**config.mk**
```make
export PLATFORM = sky130hd
export DESIGN_NAME = bank_pager
export DESIGN_NICKNAME = d
export VERILOG_FILES = /design/src/rtl/pager_pkg.sv /design/src/rtl/pager_port_decode.sv /design/src/rtl/pager_seg_reg.sv /design/src/rtl/pager_force_reg.sv /design/src/rtl/pager_map_mux.sv /design/src/rtl/bank_pager.sv
export SDC_FILE = /design/constraint.sdc
export NUM_CORES = 1
export LEC_CHECK = 0
export CAP_MARGIN = 0
export CORE_UTILIZATION = 49
export DETAILED_ROUTE_END_ITERATION = 10
export PLACE_DENSITY = 0.86
export SYNTH_ARGS = -nofsm -noshare
export SYNTH_HDL_FRONTEND = slang
export SYNTH_SLANG_ARGS = --single-unit
```
**constraint.sdc**
```tcl
create_clock -name clk -period 2.78 [get_ports clk]
set_input_delay 0.556 -clock clk [delete_from_list [all_inputs] [get_ports clk]]
set_output_delay 0.556 -clock clk [all_outputs]
set_load 0.02 [all_outputs]
```
**src/rtl/pager_pkg.sv**
```systemverilog
package pager_pkg;

  localparam int SEGS     = 4;
  localparam int SEG_W    = 2;
  localparam int DATA_W   = 8;
  localparam int SPLIT_W  = 3;
  localparam int FLAG_LSB = 4;

  typedef enum logic {
    MAP_SPLIT   = 1'b0,
    MAP_UNIFIED = 1'b1
  } map_mode_e;

  // Position inside the upper nibble of the force-port value that drives
  // the flag of each segment (this order is decoded by software).
  function automatic int flag_index(input int seg);
    case (seg)
      0:       return 2;
      1:       return 0;
      2:       return 1;
      default: return 3;
    endcase
  endfunction

endpackage

```
**src/rtl/pager_port_decode.sv**
```systemverilog
module pager_port_decode
  import pager_pkg::*;
#(
  parameter int                PORT_W    = 8,
  parameter logic [PORT_W-1:0] SEG_BASE  = 8'hF0,
  parameter logic [PORT_W-1:0] FORCE_ADR = 8'hF4
) (
  input  logic              io_wr,
  input  logic [PORT_W-1:0] io_port,
  output logic [SEGS-1:0]   seg_we,
  output logic              force_we
);

  for (genvar s = 0; s < SEGS; s++) begin : g_seg_dec
    localparam logic [PORT_W-1:0] MY_PORT = SEG_BASE + PORT_W'(s);
    assign seg_we[s] = io_wr && (io_port == MY_PORT);
  end

  assign force_we = io_wr && (io_port == FORCE_ADR);

endmodule

```
**src/rtl/pager_seg_reg.sv**
```systemverilog
module pager_seg_reg
  import pager_pkg::*;
#(
  parameter int BANK_W = 7
) (
  input  logic              clk,
  input  logic              rst_n,
  input  logic              we,
  input  logic [DATA_W-1:0] data,
  output logic [BANK_W-1:0] rd_bank,
  output logic [BANK_W-1:0] wr_bank
);

  map_mode_e         mode;
  logic [BANK_W-1:0] nxt_rd;
  logic [BANK_W-1:0] nxt_wr;

  assign mode = map_mode_e'(data[DATA_W-1]);

  always_comb begin
    if (mode == MAP_UNIFIED) begin
      nxt_rd = BANK_W'(data[DATA_W-2:0]);
      nxt_wr = BANK_W'(data[DATA_W-2:0]);
    end else begin
      nxt_rd = BANK_W'(data[FLAG_LSB +: SPLIT_W]);
      nxt_wr = BANK_W'(data[SPLIT_W-1:0]);
    end
  end

  always_ff @(posedge clk or negedge rst_n) begin
    if (!rst_n) begin
      rd_bank <= '0;
      wr_bank <= '0;
    end else if (we) begin
      rd_bank <= nxt_rd;
      wr_bank <= nxt_wr;
    end
  end

  assert_unified_same_R3: assert property (@(posedge clk) disable iff (!rst_n)
    (we && data[DATA_W-1]) |=> (rd_bank == wr_bank));

  assert_split_low_R4: assert property (@(posedge clk) disable iff (!rst_n)
    (we && !data[DATA_W-1]) |=> ((rd_bank < BANK_W'(8)) && (wr_bank < BANK_W'(8))));

  assert_idle_hold_R8: assert property (@(posedge clk) disable iff (!rst_n)
    !we |=> ($stable(rd_bank) && $stable(wr_bank)));

endmodule

```
**src/rtl/pager_force_reg.sv**
```systemverilog
module pager_force_reg
  import pager_pkg::*;
(
  input  logic                       clk,
  input  logic                       rst_n,
  input  logic                       we,
  input  logic [DATA_W-FLAG_LSB-1:0] flags_in,
  output logic [SEGS-1:0]            force_seg
);

  for (genvar s = 0; s < SEGS; s++) begin : g_flag
    localparam int IDX = flag_index(s);
    always_ff @(posedge clk or negedge rst_n) begin
      if (!rst_n)  force_seg[s] <= 1'b0;
      else if (we) force_seg[s] <= flags_in[IDX];
    end
  end

  assert_flags_hold_R8: assert property (@(posedge clk) disable iff (!rst_n)
    !we |=> $stable(force_seg));

  assert_flag_load_R5: assert property (@(posedge clk) disable iff (!rst_n)
    we |=> ($countones(force_seg) == $countones($past(flags_in))));

endmodule

```
**src/rtl/pager_map_mux.sv**
```systemverilog
module pager_map_mux
  import pager_pkg::*;
#(
  parameter int ADDR_W = 16,
  parameter int BANK_W = 7
) (
  input  logic                        clk,
  input  logic                        rst_n,
  input  logic [ADDR_W-1:0]           cpu_addr,
  input  logic [SEGS-1:0][BANK_W-1:0] seg_rd,
  input  logic [SEGS-1:0][BANK_W-1:0] seg_wr,
  input  logic [SEGS-1:0]             force_seg,
  output logic [BANK_W-1:0]           rd_bank,
  output logic [BANK_W-1:0]           wr_bank,
  output logic [BANK_W+ADDR_W-SEG_W-1:0] rd_paddr,
  output logic [BANK_W+ADDR_W-SEG_W-1:0] wr_paddr
);

  localparam int OFF_W = ADDR_W - SEG_W;

  logic [SEG_W-1:0] seg;
  logic [OFF_W-1:0] offset;

  assign seg    = cpu_addr[ADDR_W-1 -: SEG_W];
  assign offset = cpu_addr[OFF_W-1:0];

  always_comb begin
    wr_bank = seg_wr[seg];
    rd_bank = force_seg[seg] ? seg_wr[seg] : seg_rd[seg];
  end

  assign rd_paddr = {rd_bank, offset};
  assign wr_paddr = {wr_bank, offset};

  assert_force_follow_R6: assert property (@(posedge clk) disable iff (!rst_n)
    force_seg[seg] |-> (rd_paddr == wr_paddr));

  assert_offset_pass_R7: assert property (@(posedge clk) disable iff (!rst_n)
    (rd_paddr[OFF_W-1:0] == cpu_addr[OFF_W-1:0]) && (wr_paddr[OFF_W-1:0] == cpu_addr[OFF_W-1:0]));

endmodule

```
**src/rtl/bank_pager.sv**
```systemverilog
module bank_pager
  import pager_pkg::*;
#(
  parameter int                ADDR_W    = 16,
  parameter int                BANK_W    = 7,
  parameter int                PORT_W    = 8,
  parameter logic [PORT_W-1:0] SEG_BASE  = 8'hF0,
  parameter logic [PORT_W-1:0] FORCE_ADR = 8'hF4
) (
  input  logic                          clk,
  input  logic                          rst_n,
  input  logic                          io_wr,
  input  logic [PORT_W-1:0]             io_port,
  input  logic [DATA_W-1:0]             io_data,
  input  logic [ADDR_W-1:0]             cpu_addr,
  output logic [BANK_W-1:0]             rd_bank,
  output logic [BANK_W-1:0]             wr_bank,
  output logic [BANK_W+ADDR_W-SEG_W-1:0] rd_paddr,
  output logic [BANK_W+ADDR_W-SEG_W-1:0] wr_paddr
);

  logic [SEGS-1:0]             seg_we;
  logic                        force_we;
  logic [SEGS-1:0][BANK_W-1:0] seg_rd;
  logic [SEGS-1:0][BANK_W-1:0] seg_wr;
  logic [SEGS-1:0]             force_seg;

  pager_port_decode #(
    .PORT_W(PORT_W), .SEG_BASE(SEG_BASE), .FORCE_ADR(FORCE_ADR)
  ) u_decode (
    .io_wr(io_wr), .io_port(io_port), .seg_we(seg_we), .force_we(force_we)
  );

  for (genvar s = 0; s < SEGS; s++) begin : g_seg
    pager_seg_reg #(.BANK_W(BANK_W)) u_reg (
      .clk(clk), .rst_n(rst_n), .we(seg_we[s]), .data(io_data),
      .rd_bank(seg_rd[s]), .wr_bank(seg_wr[s])
    );
  end

  pager_force_reg u_force (
    .clk(clk), .rst_n(rst_n), .we(force_we),
    .flags_in(io_data[DATA_W-1:FLAG_LSB]), .force_seg(force_seg)
  );

  pager_map_mux #(.ADDR_W(ADDR_W), .BANK_W(BANK_W)) u_mux (
    .clk(clk), .rst_n(rst_n), .cpu_addr(cpu_addr),
    .seg_rd(seg_rd), .seg_wr(seg_wr), .force_seg(force_seg),
    .rd_bank(rd_bank), .wr_bank(wr_bank),
    .rd_paddr(rd_paddr), .wr_paddr(wr_paddr)
  );

  assert_one_target_R2: assert property (@(posedge clk) disable iff (!rst_n)
    $onehot0({seg_we, force_we}));

  assert_force_isolated_R9: assert property (@(posedge clk) disable iff (!rst_n)
    force_we |=> ($stable(seg_rd) && $stable(seg_wr)));

endmodule

```
After elaboration in Yosys (flattened, before gate mapping)
Cells that the tools add are included.
{ "totals": {"register_bits": 60, "elab_cells": 32, "out_inout_bits": 56, "input_bits": 35} }
{ "classes": {"n_mux": 9, "n_lt_le_gt_ge": 1, "eq_ne": 5, "reduce_logical": 5} }
{ "ops": {"columns": ["operator", "count"], "rows": [
  ["$eq A8 B8 Y1 const B", 5],
  ["$mux W7", 5],
  ["$bmux W7 S2", 2],
  ["$logic_and A1 B1 Y1", 5],
  ["$lt A2 B3 Y1 const B", 1],
  ["$bmux W1 S2", 1],
  ["$mux W1", 1]
]} }

Longest topological paths before layout
{ "logic_depth": {"ltp_word": 3, "ltp_mapped": 4, "depth_no_buf": 3} }

Hierarchy
Synthesis repeated with hierarchy kept, for this count alone.
{ "unflattened": {"hier_cells": 251, "area_unflattened_um2": 2999.1} }
{ "by_module_without_submodules": {"columns": ["module", "n_inst", "seq_area_each_um2", "cells_per_inst", "area_per_inst_um2"], "rows": [
  ["pager_seg_reg", 4, 250.2, 41, 483.0],
  ["pager_map_mux", 1, 0.0, 68, 847.1],
  ["pager_force_reg", 1, 100.1, 8, 145.1],
  ["pager_port_decode", 1, 0.0, 11, 75.1]
]} }

Least setup slack after synthesis
No wires, ideal clock.
{ "synth_path": {"kind": "input port to output port", "start": "in cpu_addr[15]", "end": "out rd_paddr[16]", "arrival_time_ps": 1876, "required_time_ps": 2224, "setup_slack_ps": 348, "path_buffers": 2, "path_stages": 4, "path_cell_list": "buf_1 -> mux4_2 -> mux2_2 -> buf_4"} }
{ "synth_via": {"elab_chain_cells": 3, "word_cells_on_any_way": 7, "classes_between": "7 x mux"} }
{ "synth_lines": {"columns": ["item", "line", "text"], "rows": [
  ["start, declared", "bank_pager.sv:15", "input logic [ADDR_W-1:0] cpu_addr,"],
  ["$bmux W7 S2", null, null],
  ["$mux W7", null, null],
  ["net wr_bank[2]", "bank_pager.sv:17", "output logic [BANK_W-1:0] wr_bank,"],
  ["$mux W7", "pager_map_mux.sv:29", "rd_bank = force_seg[seg] ? seg_wr[seg] : seg_rd[seg];"],
  ["end, declared", "bank_pager.sv:18", "output logic [BANK_W+ADDR_W-SEG_W-1:0] rd_paddr,"]
]} }
The timed path passes the listed nets, and every way through them passes these cells. The select of a mux whose other input is x is not followed.

Worst setup path after layout
{ "layout_path": {"start": "in cpu_addr[14]", "end": "out rd_bank[2]"} }
{ "layout_via": {"elab_chain_cells": 3, "word_cells_on_any_way": 7, "classes_between": "7 x mux"} }
{ "layout_lines": {"columns": ["item", "line", "text"], "rows": [
  ["$bmux W7 S2 or $bmux W1 S2 (tied branches)", "pager_map_mux.sv:29", null],
  ["$mux W7 (implied by the code) or $mux W1 (tied branches)", "pager_map_mux.sv:29", null],
  ["$mux W7 (*)", "pager_map_mux.sv:29", null],
  ["end, declared", "bank_pager.sv:16", "output logic [BANK_W-1:0] rd_bank,"]
]} }
Every way passes the cells marked *; elsewhere a longest branch is shown, timed or not. The select of a mux whose other input is x is not followed.

==> impl_metrics.yaml <==
timing:
  clock.fmax_ghz: 0.369
  rsz0062_at_grt: "false"
  worstMarginPinSlew_ns: 0.952
  relSlewSlack_pct: 36.5
  clock_skew_ns: 0
  setup_violations: 0
  hold_viol: 0
  period_needed_ns: 2.71
  slew_viol_final: 0
  holdWs_ns: 0.399
  finalCritPeriodShare_pct: 97.5
drt:
  wirelength_mm: 4.54
  first_pass_iters: 4
  dr_total_vias: 1380
  drcViolationCount: 0
  routedWlPerCell_um: 17.9
  vias_per_cell: 5.43
  drt_iter0_drc: 101
  ant_nets: 0
placed_design:
  hpwlAfterDp_mm: 3.34
  io_buffers: 48
  place.gp.congestion: 0.775
pwr:
  power_leakage_nw: 1.46
  irDropWorstVdd_mv: 0.253
  p_per_area_nw_per_um2: 449
  finalPower_mw: 1.29
clock_network:
  clk_path_buf_depth: 2
  cts_hold_buf: 0
  cts_tree: "yes"
  htree_levels: 2
  cts_setup_buffers: 0
  post_cts_resized: 29
  cts.clk_slew.worst_paths_ns: 0.08
  root_buffer: "clkbuf_8"
  numCtsBuffers: 5
  clk_latency_ns: 0.30
  cts.sinks: 44
global_routing:
  use_met2_pct: 32.8
  grt.busiest_layer: "met2"
  grt.overflow.total: 0
  antenna_found_initial: 0
  grt_pass1_vias: 1499
  grt_pass1_wl_mm: 7.75
  grt_max_degree: 45
  grtUsageTotal_pct: 19.8
  met3_usage_pct: 5.90
  met1_usage_pct: 23.6
die:
  die_area_um2: 5460
  io_pins: 91
  num_rows: 25
  dieHeight_um: 73.9
  start_util_pct: 52.3
  core-area_um2: 4850
  die_x_um: 73.9
logic_synthesis:
  syn-num-nets: 205
  synth_area_per_cell_um2: 14.9
  synth_edf_count: 0
  netlist_top_cells_count: "44 x buf_4, 44 x dfrtp_1, 30 x mux2_2"
  yosys_warnings: 0
  synth_top_area_share_pct: 43.5
  yosys.area.top_type: "dfrtp_1"
  ys_async_sr_fraction_pct: 100
  syn_area_um2: 2530
  ys_seq_elements: 44
  synthTopCellsByArea: "dfrtp_1 43%, mux2_2 13%, buf_4 13%"
  syn_inst: 170
  synthFlopType: "dfrtp_1"
  ys_seq_area_share_pct: 43.5
  synth_cell_type_count: 17
worst_setup_path:
  cp-start-kind: "primary input"
  crit_type: "in2out"
  worstSetupEndpointType: "output pin"
  cp.required_ns: 2.22
  rrSetupSlack_ns: 2.00
  cp_max_fo: 4
  crit_arrival_ns: 2.16
cells_and_area:
  regArea_um2: 1100
  antenna_cells: 0
  final_core_util_pct: 59.1
  final_nets: 221
  multi_input_area_um2: 1060
  drive_gt1_share_pct: 46.5
  fillers: 390
  area_growth_pct: 13.1
status:
  status: "finished clean"
flow_run:
  max_cap_violations: 0
min_path:
  hold_path_class: "in2async"
==> final timing paths <==
kind | end | start | depth (start not counted)
worst max-delay path | rd_bank[2] | cpu_addr[14] | 5
worst min-delay path | g_seg[0].u_reg.rd_bank[2]$_DFFE_PN0P_ | rst_n | 1
worst max register to register | g_seg[3].u_reg.wr_bank[3]$_DFFE_PN0P_ | g_seg[3].u_reg.wr_bank[3]$_DFFE_PN0P_ | 1
worst min register to register | u_force.force_seg[0]$_DFFE_PN0P_ | u_force.force_seg[0]$_DFFE_PN0P_ | 1
max in group asynchronous | g_seg[3].u_reg.wr_bank[3]$_DFFE_PN0P_ | rst_n | 1
min in group clk | u_force.force_seg[0]$_DFFE_PN0P_ | u_force.force_seg[0]$_DFFE_PN0P_ | 1
==> worst max-delay path, cell delays in order <==
cell	delay, ns
dlygate4sd2_1	0.29
buf_4	0.17
mux4_2	0.52
mux2_2	0.30
dlygate4sd2_1	0.32
==> routing by layer <==
metal	wire length, um	up-vias
met2	2360	50
met5	0	-
li1	-	597
met3	245	16
met1	1830	717
met4	110	0
==> area by class of cell <==
type                            instances  area share, %
Tap cell                               67           2.92
Clock buffer                            8           3.14
Inverter                                2          0.262
Sequential cell                        44           38.4
Multi-Input combinational cell         75           37.0
Timing Repair Buffer                   58           18.3
==> layout by cell type (no fill, tap or decap) <==
cell,Yosys,final
dfrtp_1,44,44
mux2_2,30,30
dlygate4sd2_1,0,25
clkdlybuf4s50_1,0,21
mux2_4,20,20
mux4_2,13,13
buf_4,44,9
clkbuf_8,0,6
and2_1,4,4
or4_4,2,2
inv_1,2,2
nor4_4,2,2
clkbuf_1,1,2
nand4_2,1,1
or3b_4,1,1
nand3b_1,1,1
or4_1,1,1
buf_2,1,1
clkdlybuf4s15_2,0,1
buf_6,2,1
==> power breakdown <==
part	internal, mW	switching (mW)	leakage, nW
Clock	0.203	0.212	0.0455
Combinational	0.104	0.0878	0.811
Sequential	0.665	0.0150	0.608
==> state kept, by name, summed over array words and instances, names as in the netlist <==
name,flops
g_seg.u_reg.rd_bank,13
g_seg.u_reg.wr_bank,27
u_force.force_seg,4
==> per-stage QoR <==
step	setup WS, ns	cells	setup TNS [ns]	instance area (um2)
floorplan	0.348	170	0	2530
global placement	-0.397	246	-7.87	2800
detailed placement	-0.396	246	-7.87	2800
CTS	0.0548	254	0	2870
global route	0.00107	254	0	2870
finish	0.0688	254	0	2870
==> kinds of logic (layout without fill, tap and decap cells) <==
logic type,after synthesis,after routing,share of synthesized area [%]
mux,63,63,36.7
buf+inv,51,68,14.7
flops,44,44,43.5
simple gates,12,12,5.09
No activity file was read; power rests on OpenSTA's default activity.
